[config.mk]
export PLATFORM = sky130hd
export DESIGN_NAME = lin_frame_engine
export DESIGN_NICKNAME = d
export VERILOG_FILES = /design/src/rtl/lin_pkg.sv /design/src/rtl/lin_csum_acc.sv /design/src/rtl/lin_bus_mon.sv /design/src/rtl/lin_frame_engine.sv
export SDC_FILE = /design/constraint.sdc
export NUM_CORES = 1
export LEC_CHECK = 0
export ABC_AREA = 1
export CAP_MARGIN = 15
export CORE_ASPECT_RATIO = 0.75
export CORE_MARGIN = 2
export CORE_UTILIZATION = 61
export CTS_CLUSTER_DIAMETER = 200
export DETAILED_ROUTE_END_ITERATION = 10
export GPL_TIMING_DRIVEN = 0
export MAX_ROUTING_LAYER = met4
export PLACE_DENSITY_LB_ADDON = 0.25
export SLEW_MARGIN = 20
export SYNTH_ARGS = -nofsm -noshare
export SYNTH_HDL_FRONTEND = slang
export SYNTH_SLANG_ARGS = --single-unit
export TNS_END_PERCENT = 30
[constraint.sdc]
create_clock -name clk -period 7.8 [get_ports clk]
set_input_delay 1.56 -clock clk [delete_from_list [all_inputs] [get_ports clk]]
set_output_delay 1.56 -clock clk [all_outputs]
set_load 0.02 [all_outputs]
[src/rtl/lin_pkg.sv]
package lin_pkg;

    typedef enum logic [3:0] {
        S_IDLE,
        S_BRK,
        S_DLM,
        S_SEND,
        S_ECHO,
        S_RECV,
        S_WBRK,
        S_WDLM,
        S_WWAIT
    } lin_state_e;

    typedef enum logic [1:0] {
        P_SYNC,
        P_ID,
        P_DATA,
        P_CSUM
    } lin_phase_e;

    localparam logic [7:0] SYNC_PATTERN = 8'h55;

    localparam int CLR_BIT  = 0;
    localparam int CLR_TMO  = 1;
    localparam int CLR_CSUM = 2;
    localparam int CLR_WAKE = 3;

endpackage

[src/rtl/lin_csum_acc.sv]
module lin_csum_acc (
    input  logic       clk,
    input  logic       rst_n,
    input  logic       clr,
    input  logic       add,
    input  logic [7:0] din,
    output logic [7:0] sum
);
    logic [7:0] sum_d, sum_q;
    logic [8:0] wide;

    always_comb begin
        wide  = {1'b0, sum_q} + {1'b0, din};
        sum_d = sum_q;
        if (clr) begin
            sum_d = '0;
        end else if (add) begin
            // carry out of bit 7 wraps back into bit 0
            sum_d = wide[7:0] + {7'd0, wide[8]};
        end
    end

    always_ff @(posedge clk or negedge rst_n) begin
        if (!rst_n) sum_q <= '0;
        else        sum_q <= sum_d;
    end

    assign sum = sum_q;
endmodule

[src/rtl/lin_bus_mon.sv]
module lin_bus_mon #(
    parameter int DET_BITS   = 11,
    parameter int SLEEP_BITS = 25000
) (
    input  logic clk,
    input  logic rst_n,
    input  logic bit_tick,
    input  logic bus_rx,
    input  logic det_en,
    output logic wake_det,
    output logic sleep_flag
);
    localparam int DW = $clog2(DET_BITS + 1);
    localparam int SW = $clog2(SLEEP_BITS + 1);

    typedef struct packed {
        logic [DW-1:0] low_cnt;
        logic [SW-1:0] idle_cnt;
        logic          prev;
    } mon_t;

    mon_t q, d;
    logic edge_seen;

    always_comb begin
        d         = q;
        wake_det  = 1'b0;
        edge_seen = (bus_rx != q.prev);
        d.prev    = bus_rx;

        if (!bus_rx) begin
            if (bit_tick && q.low_cnt != DW'(DET_BITS)) begin
                d.low_cnt = q.low_cnt + DW'(1);
                if (q.low_cnt == DW'(DET_BITS - 1) && det_en) wake_det = 1'b1;
            end
        end else begin
            d.low_cnt = '0;
        end

        if (edge_seen) begin
            d.idle_cnt = '0;
        end else if (bit_tick && q.idle_cnt != SW'(SLEEP_BITS)) begin
            d.idle_cnt = q.idle_cnt + SW'(1);
        end
    end

    always_ff @(posedge clk or negedge rst_n) begin
        if (!rst_n) begin
            q.low_cnt  <= '0;
            q.idle_cnt <= '0;
            q.prev     <= 1'b1;
        end else begin
            q <= d;
        end
    end

    assign sleep_flag = (q.idle_cnt == SW'(SLEEP_BITS));
endmodule

[src/rtl/lin_frame_engine.sv]
module lin_frame_engine
    import lin_pkg::*;
#(
    parameter int MAX_DATA   = 8,
    parameter int TMO_W      = 16,
    parameter int WD_W       = 16,
    parameter int BRK_BITS   = 13,
    parameter int DET_BITS   = 11,
    parameter int SLEEP_BITS = 25000,
    localparam int LEN_W     = $clog2(MAX_DATA + 1),
    localparam int IDX_W     = (MAX_DATA > 1) ? $clog2(MAX_DATA) : 1
) (
    input  logic             clk,
    input  logic             rst_n,
    input  logic             bit_tick,
    input  logic             bus_rx,
    input  logic             frame_go,
    input  logic             frame_dir_tx,
    input  logic [7:0]       frame_id,
    input  logic [LEN_W-1:0] frame_len,
    input  logic [7:0]       resp_byte,
    output logic [IDX_W-1:0] resp_idx,
    input  logic [TMO_W-1:0] tmo_limit,
    input  logic             wake_go,
    input  logic [WD_W-1:0]  wake_delay,
    input  logic [3:0]       flag_clr,
    output logic             byte_tx_req,
    output logic [7:0]       byte_tx_data,
    input  logic             byte_rx_valid,
    input  logic [7:0]       byte_rx_data,
    output logic             brk_drive,
    output logic             tx_ready,
    output logic             frame_done,
    output logic             rx_dat_valid,
    output logic [7:0]       rx_dat,
    output logic             err_bit,
    output logic             err_timeout,
    output logic             err_csum,
    output logic             wake_flag,
    output logic             sleep_flag
);
    localparam int BRK_CW = $clog2(BRK_BITS + 1);
    localparam int CNT_W  = (WD_W > BRK_CW) ? WD_W : BRK_CW;

    typedef struct packed {
        lin_state_e       st;
        lin_phase_e       ph;
        logic [CNT_W-1:0] cnt;
        logic [IDX_W-1:0] dcnt;
        logic [IDX_W-1:0] last;
        logic [TMO_W-1:0] tmo;
        logic [7:0]       txb;
        logic [7:0]       id;
        logic             dir_tx;
        logic             e_bit;
        logic             e_tmo;
        logic             e_cs;
        logic             wk;
        logic             done;
        logic             rxv;
        logic [7:0]       rxd;
    } eng_t;

    eng_t q, d;

    logic       cs_clr, cs_add;
    logic [7:0] cs_din, cs_sum, cs_expect;
    logic       wake_det, in_frame;
    logic [7:0] send_byte;
    logic [IDX_W-1:0] last_idx;

    lin_csum_acc u_csum (
        .clk   (clk),
        .rst_n (rst_n),
        .clr   (cs_clr),
        .add   (cs_add),
        .din   (cs_din),
        .sum   (cs_sum)
    );

    lin_bus_mon #(
        .DET_BITS   (DET_BITS),
        .SLEEP_BITS (SLEEP_BITS)
    ) u_mon (
        .clk        (clk),
        .rst_n      (rst_n),
        .bit_tick   (bit_tick),
        .bus_rx     (bus_rx),
        .det_en     (q.st == S_IDLE),
        .wake_det   (wake_det),
        .sleep_flag (sleep_flag)
    );

    assign cs_expect = ~cs_sum;

    // clamp the requested length to 1..MAX_DATA, stored as last index
    always_comb begin
        if (frame_len == '0)
            last_idx = '0;
        else if (frame_len > LEN_W'(MAX_DATA))
            last_idx = IDX_W'(MAX_DATA - 1);
        else
            last_idx = IDX_W'(frame_len - LEN_W'(1));
    end

    always_comb begin
        unique case (q.ph)
            P_SYNC:  send_byte = SYNC_PATTERN;
            P_ID:    send_byte = q.id;
            P_DATA:  send_byte = resp_byte;
            default: send_byte = cs_expect;
        endcase
    end

    assign in_frame = (q.st == S_BRK) || (q.st == S_DLM) || (q.st == S_SEND) ||
                      (q.st == S_ECHO) || (q.st == S_RECV);

    always_comb begin
        d       = q;
        d.done  = 1'b0;
        d.rxv   = 1'b0;
        cs_clr  = 1'b0;
        cs_add  = 1'b0;
        cs_din  = byte_rx_data;

        d.e_bit = q.e_bit & ~flag_clr[CLR_BIT];
        d.e_tmo = q.e_tmo & ~flag_clr[CLR_TMO];
        d.e_cs  = q.e_cs  & ~flag_clr[CLR_CSUM];
        d.wk    = (q.wk & ~flag_clr[CLR_WAKE]) | wake_det;

        unique case (q.st)
            S_IDLE: begin
                if (frame_go) begin
                    d.st     = S_BRK;
                    d.cnt    = '0;
                    d.tmo    = '0;
                    d.ph     = P_SYNC;
                    d.dcnt   = '0;
                    d.id     = frame_id;
                    d.dir_tx = frame_dir_tx;
                    d.last   = last_idx;
                    cs_clr   = 1'b1;
                end else if (wake_go) begin
                    d.st  = S_WBRK;
                    d.cnt = '0;
                end
            end
            S_BRK, S_WBRK: begin
                if (bit_tick) begin
                    if (q.cnt == CNT_W'(BRK_BITS - 1)) begin
                        d.st  = (q.st == S_BRK) ? S_DLM : S_WDLM;
                        d.cnt = '0;
                    end else begin
                        d.cnt = q.cnt + CNT_W'(1);
                    end
                end
            end
            S_DLM: begin
                if (bit_tick) d.st = S_SEND;
            end
            S_SEND: begin
                d.txb  = send_byte;
                d.st   = S_ECHO;
                cs_din = send_byte;
                cs_add = (q.ph == P_DATA);
            end
            S_ECHO: begin
                if (byte_rx_valid) begin
                    if (byte_rx_data != q.txb) begin
                        d.e_bit = 1'b1;
                        d.st    = S_IDLE;
                    end else begin
                        unique case (q.ph)
                            P_SYNC: begin
                                d.ph = P_ID;
                                d.st = S_SEND;
                            end
                            P_ID: begin
                                d.ph   = P_DATA;
                                d.dcnt = '0;
                                d.st   = q.dir_tx ? S_SEND : S_RECV;
                            end
                            P_DATA: begin
                                if (q.dcnt == q.last) d.ph = P_CSUM;
                                else                  d.dcnt = q.dcnt + IDX_W'(1);
                                d.st = S_SEND;
                            end
                            default: begin
                                d.done = 1'b1;
                                d.st   = S_IDLE;
                            end
                        endcase
                    end
                end
            end
            S_RECV: begin
                if (byte_rx_valid) begin
                    if (q.ph == P_DATA) begin
                        d.rxv  = 1'b1;
                        d.rxd  = byte_rx_data;
                        cs_add = 1'b1;
                        if (q.dcnt == q.last) d.ph = P_CSUM;
                        else                  d.dcnt = q.dcnt + IDX_W'(1);
                    end else begin
                        if (byte_rx_data == cs_expect) d.done = 1'b1;
                        else                           d.e_cs = 1'b1;
                        d.st = S_IDLE;
                    end
                end
            end
            S_WDLM: begin
                if (bit_tick) begin
                    d.st  = S_WWAIT;
                    d.cnt = '0;
                end
            end
            S_WWAIT: begin
                if (wake_delay == '0 || q.cnt >= CNT_W'(wake_delay) - CNT_W'(1))
                    d.st = S_IDLE;
                else
                    d.cnt = q.cnt + CNT_W'(1);
            end
            default: d.st = S_IDLE;
        endcase

        // slave response budget, only for frames the slave answers
        if (in_frame && !q.dir_tx) begin
            if (d.st != S_IDLE && q.tmo == tmo_limit - TMO_W'(1)) begin
                d.st    = S_IDLE;
                d.e_tmo = 1'b1;
            end else begin
                d.tmo = q.tmo + TMO_W'(1);
            end
        end
    end

    always_ff @(posedge clk or negedge rst_n) begin
        if (!rst_n) q <= '0;
        else        q <= d;
    end

    assign resp_idx     = q.dcnt;
    assign byte_tx_req  = (q.st == S_SEND);
    assign byte_tx_data = send_byte;
    assign brk_drive    = (q.st == S_BRK) || (q.st == S_WBRK);
    assign tx_ready     = (q.st == S_IDLE);
    assign frame_done   = q.done;
    assign rx_dat_valid = q.rxv;
    assign rx_dat       = q.rxd;
    assign err_bit      = q.e_bit;
    assign err_timeout  = q.e_tmo;
    assign err_csum     = q.e_cs;
    assign wake_flag    = q.wk;
endmodule

==> reports/metrics.yaml <==
max-slew-margin-rel_pct: 60.92
core_area_um2: 12880
overflow: 0
grt_usage_pct: 30.20
timing.critical_path.fanout_max: 3
synth_flop_cell: "dfrtp_1"
p_per_area_nw_per_um2: 281.5
post_cts_resized: 0
place.gp.congestion: 0.9392
syn_nets: 1232
met1_usage_pct: 41.52
final_area_um2: 9562
yosys.area_share.simple_pct: 31.75
antenna_found_initial: 0
cts_tree: "done"
drtIter0Drc: 670
grt_util_met3_pct: 5.998
cts_sinks: 103
cts_setup_buffers: 0
num-fill-cells: 1019
ys_ff_latch: 103
hold_viol_final: 0
fin_crit_sh_pct: 64.35
synthDistinctLibCells: 51
drv_slew: 0
ant_nets: 0
fmax_ghz: 0.1992
ys_warn_count: 0
placed_area_um2: 9210
synth_fa_ha_area_share_pct: 6.682
dieArea_um2: 14020
critPathArrivalTime_ns: 5.29
p_leak_nw: 4.536
vias: 7571
syn_avg_cell_area_um2: 7.135
grt-busiest-layer: "met2"
die_w_um: 136.0
setup_viol: 0
ys_seq_area_share_pct: 32.33
htreeDepth: 3
nets: 1343
cts.clk_slew.worst_paths_ns: 0.07
fin_crit_ns: 5.019
rsz0062_at_grt: "no"
drive_above_1_share_pct: 7.536
drt-total-wl_um: 19600
outcome: "finished clean"
wl_per_cell_um: 13.95
initial_utilization_pct: 61.92
critical_path.endpoint_type: "register"
worstPathRequired_ns: 8.07
syn_area_um2: 7976
tightestPinTransition_ns: 0.5863
met2_usage_pct: 46.42
max-cap-violations: 0
synth-async-reset-ratio_pct: 100.0
cts-root-buf: "clkbuf_16"
crit_type: "in2reg"
first_pass_iters: 8
synth_xor_area_share_pct: 7.686
setup_tns_ns: 0
synthCells: 1118
finalClockSkew_ns: 0.01020
die_y_um: 103.0
drcViolationCount: 0
dpl.hpwl_um: 15300
cp-start-kind: "input pin"
synthMuxAreaShare_pct: 0.4078
hold_buffers: 0
syn2layout_area_growth_pct: 19.87
port-buffer-count: 99
cts_inserted_buffers: 9
first_global_vias: 6957
num_antenna_cells: 0
synth_edf_count: 0
synth_compound_area_share_pct: 11.04
synth_top_family_by_area: "simple AND/OR/NAND/NOR gates"
min_path_type: "reg2reg"
clk_latency_ns: 0.35
rows: 36
grt_start_max_net_pins: 54
grt_pass1_wl_um: 32840
ir_drop_mv: 0.2293
vias_per_cell: 5.389
clockBufferDepth: 2
ios: 101
-- through the flow --
step | power [mW] | utilization (%) | setup slack [ns] | hold WS [ns] | cells
finish | 2.691 | 74.22 | 2.781 | 0.4875 | 1405
global placement | 2.108 | 71.27 | 1.303 | 0.4611 | 1388
detailed placement | 2.145 | 71.49 | 2.507 | 0.4667 | 1389
CTS | 2.688 | 74.22 | 2.844 | 0.4892 | 1405
global route | 2.901 | 74.22 | 2.360 | 0.4967 | 1405
floorplan | 1.751 | - | 3.254 | 0.4431 | 1118
-- cell usage in the layout (no fill, tap or decap), types with 10 or more instances in the layout --
| master | n |
|---|---|
| o21ai_0 | 71 |
| nor2_1 | 109 |
| nor3_1 | 27 |
| o21bai_1 | 10 |
| clkbuf_1 | 10 |
| nand3_1 | 80 |
| inv_1 | 153 |
| a21oi_1 | 35 |
| ha_1 | 41 |
| buf_4 | 11 |
| dfrtp_1 | 102 |
| nand2_1 | 261 |
| clkdlybuf4s50_1 | 98 |
| xor2_1 | 48 |
| nand4_1 | 22 |
| xnor2_1 | 22 |
| nor2_2 | 12 |
-- area by class of cell --
type                            instances  area [um2]  share of cell area [%]
Multi-Input combinational cell        826        4592                   48.02
Sequential cell                       103        2579                   26.97
Timing Repair Buffer                  100        1020                   10.66
Inverter                              158       595.6                   6.229
Clock buffer                            9       225.2                   2.355
Tap cell                              171       214.0                   2.238
Buffer                                 31       210.2                   2.198
Clock inverter                          7       126.4                   1.322
-- report_power, final --
group / switching (mW) / internal [mW] / total [mW]
sequential: 0.132 / 0.673 / 0.805
combinational: 0.817 / 0.539 / 1.36
clock: 0.213 / 0.318 / 0.532
-- per-layer routing --
metal  up-vias  share of wire, %
li1       3852                 -
met1      3421                48
met2       268                44
met3        30               6.8
met4         0               1.4
met5         -                 0
-- critical path: stages --
cell	delay [ns]
clkdlybuf4s50_1	0.46
nand2_1	0.05
nand3_1	0.11
o21ai_0	0.11
inv_1	0.10
nand2_1	0.08
o21ai_0	0.10
ha_1	0.20
inv_1	0.05
fa_1	0.40
o21ai_0	0.31
nand2_1	0.09
nand2_1	0.08
a21oi_1	0.08
o21bai_1	0.13
a21o_1	0.16
ha_1	0.17
ha_1	0.16
nand2_1	0.07
nor2_1	0.11
inv_1	0.05
or2_2	0.29
o21ai_0	0.18
nand2_1	0.07
o22ai_1	0.11
-- sequential cells by signal, summed over array words and instances, names as in the netlist --
| signal | flops |
|---|---|
| q | 58 |
| u_mon.q | 20 |
| rx_dat | 8 |
| u_csum.sum | 8 |
| resp_idx | 3 |
| err_bit | 1 |
| err_csum | 1 |
| err_timeout | 1 |
| frame_done | 1 |
| rx_dat_valid | 1 |
| wake_flag | 1 |
-- synth_stat cells (3+ instances only) --
library cell,n,share of area (%)
o21ai_2,4,0.44
nand3_2,6,0.75
inv_2,4,0.19
clkbuf_1,10,0.47
nor2_4,5,0.71
nand3b_1,5,0.47
nand2_1,261,12
inv_1,153,7.2
o22ai_1,4,0.31
nor3_1,27,1.7
ha_1,41,6.4
buf_4,11,1.0
o21ai_0,71,4.5
a21o_1,3,0.28
dfrtp_1,102,32
or2_2,5,0.39
xor2_1,48,5.3
nor4_1,9,0.71
nand2_2,6,0.47
buf_6,4,0.56
nand2_4,3,0.42
nor2_1,109,5.1
o21ai_1,7,0.44
nor3_2,3,0.38
buf_2,5,0.31
a21oi_1,35,2.2
nand3_1,80,5.0
o21bai_1,10,0.94
xnor2_1,22,2.4
a211oi_1,4,0.38
nor2_2,12,0.94
nand4_1,22,1.7
-- cell families (layout without fill, tap and decap cells) --
kind of cell | count (synthesis) | in the layout
flip-flops | 103 | 103
XOR/XNOR | 70 | 70
buffers and inverters | 189 | 305
AO/OA/AOI/OAI | 153 | 153
multiplexers | 3 | 3
AND/OR/NAND/NOR | 558 | 558
adder cells (fa/ha/maj) | 42 | 42
-- worst paths after layout --
kind | from | to | slack [ns] | depth (start not counted)
min reg2reg | rx_dat[1] | rx_dat[1] | 0.49 | 2
max reg2reg | q[69] | u_csum.sum[6] | 3.25 | 27
min | rx_dat[1] | rx_dat[1] | 0.49 | 2
min in group asynchronous | rst_n | q[24] | 1.14 | 1
max | resp_byte[0] | u_csum.sum[6] | 2.78 | 25
max in group asynchronous | rst_n | u_mon.q[0] | 6.00 | 2
(Power assumes the default switching activity.)
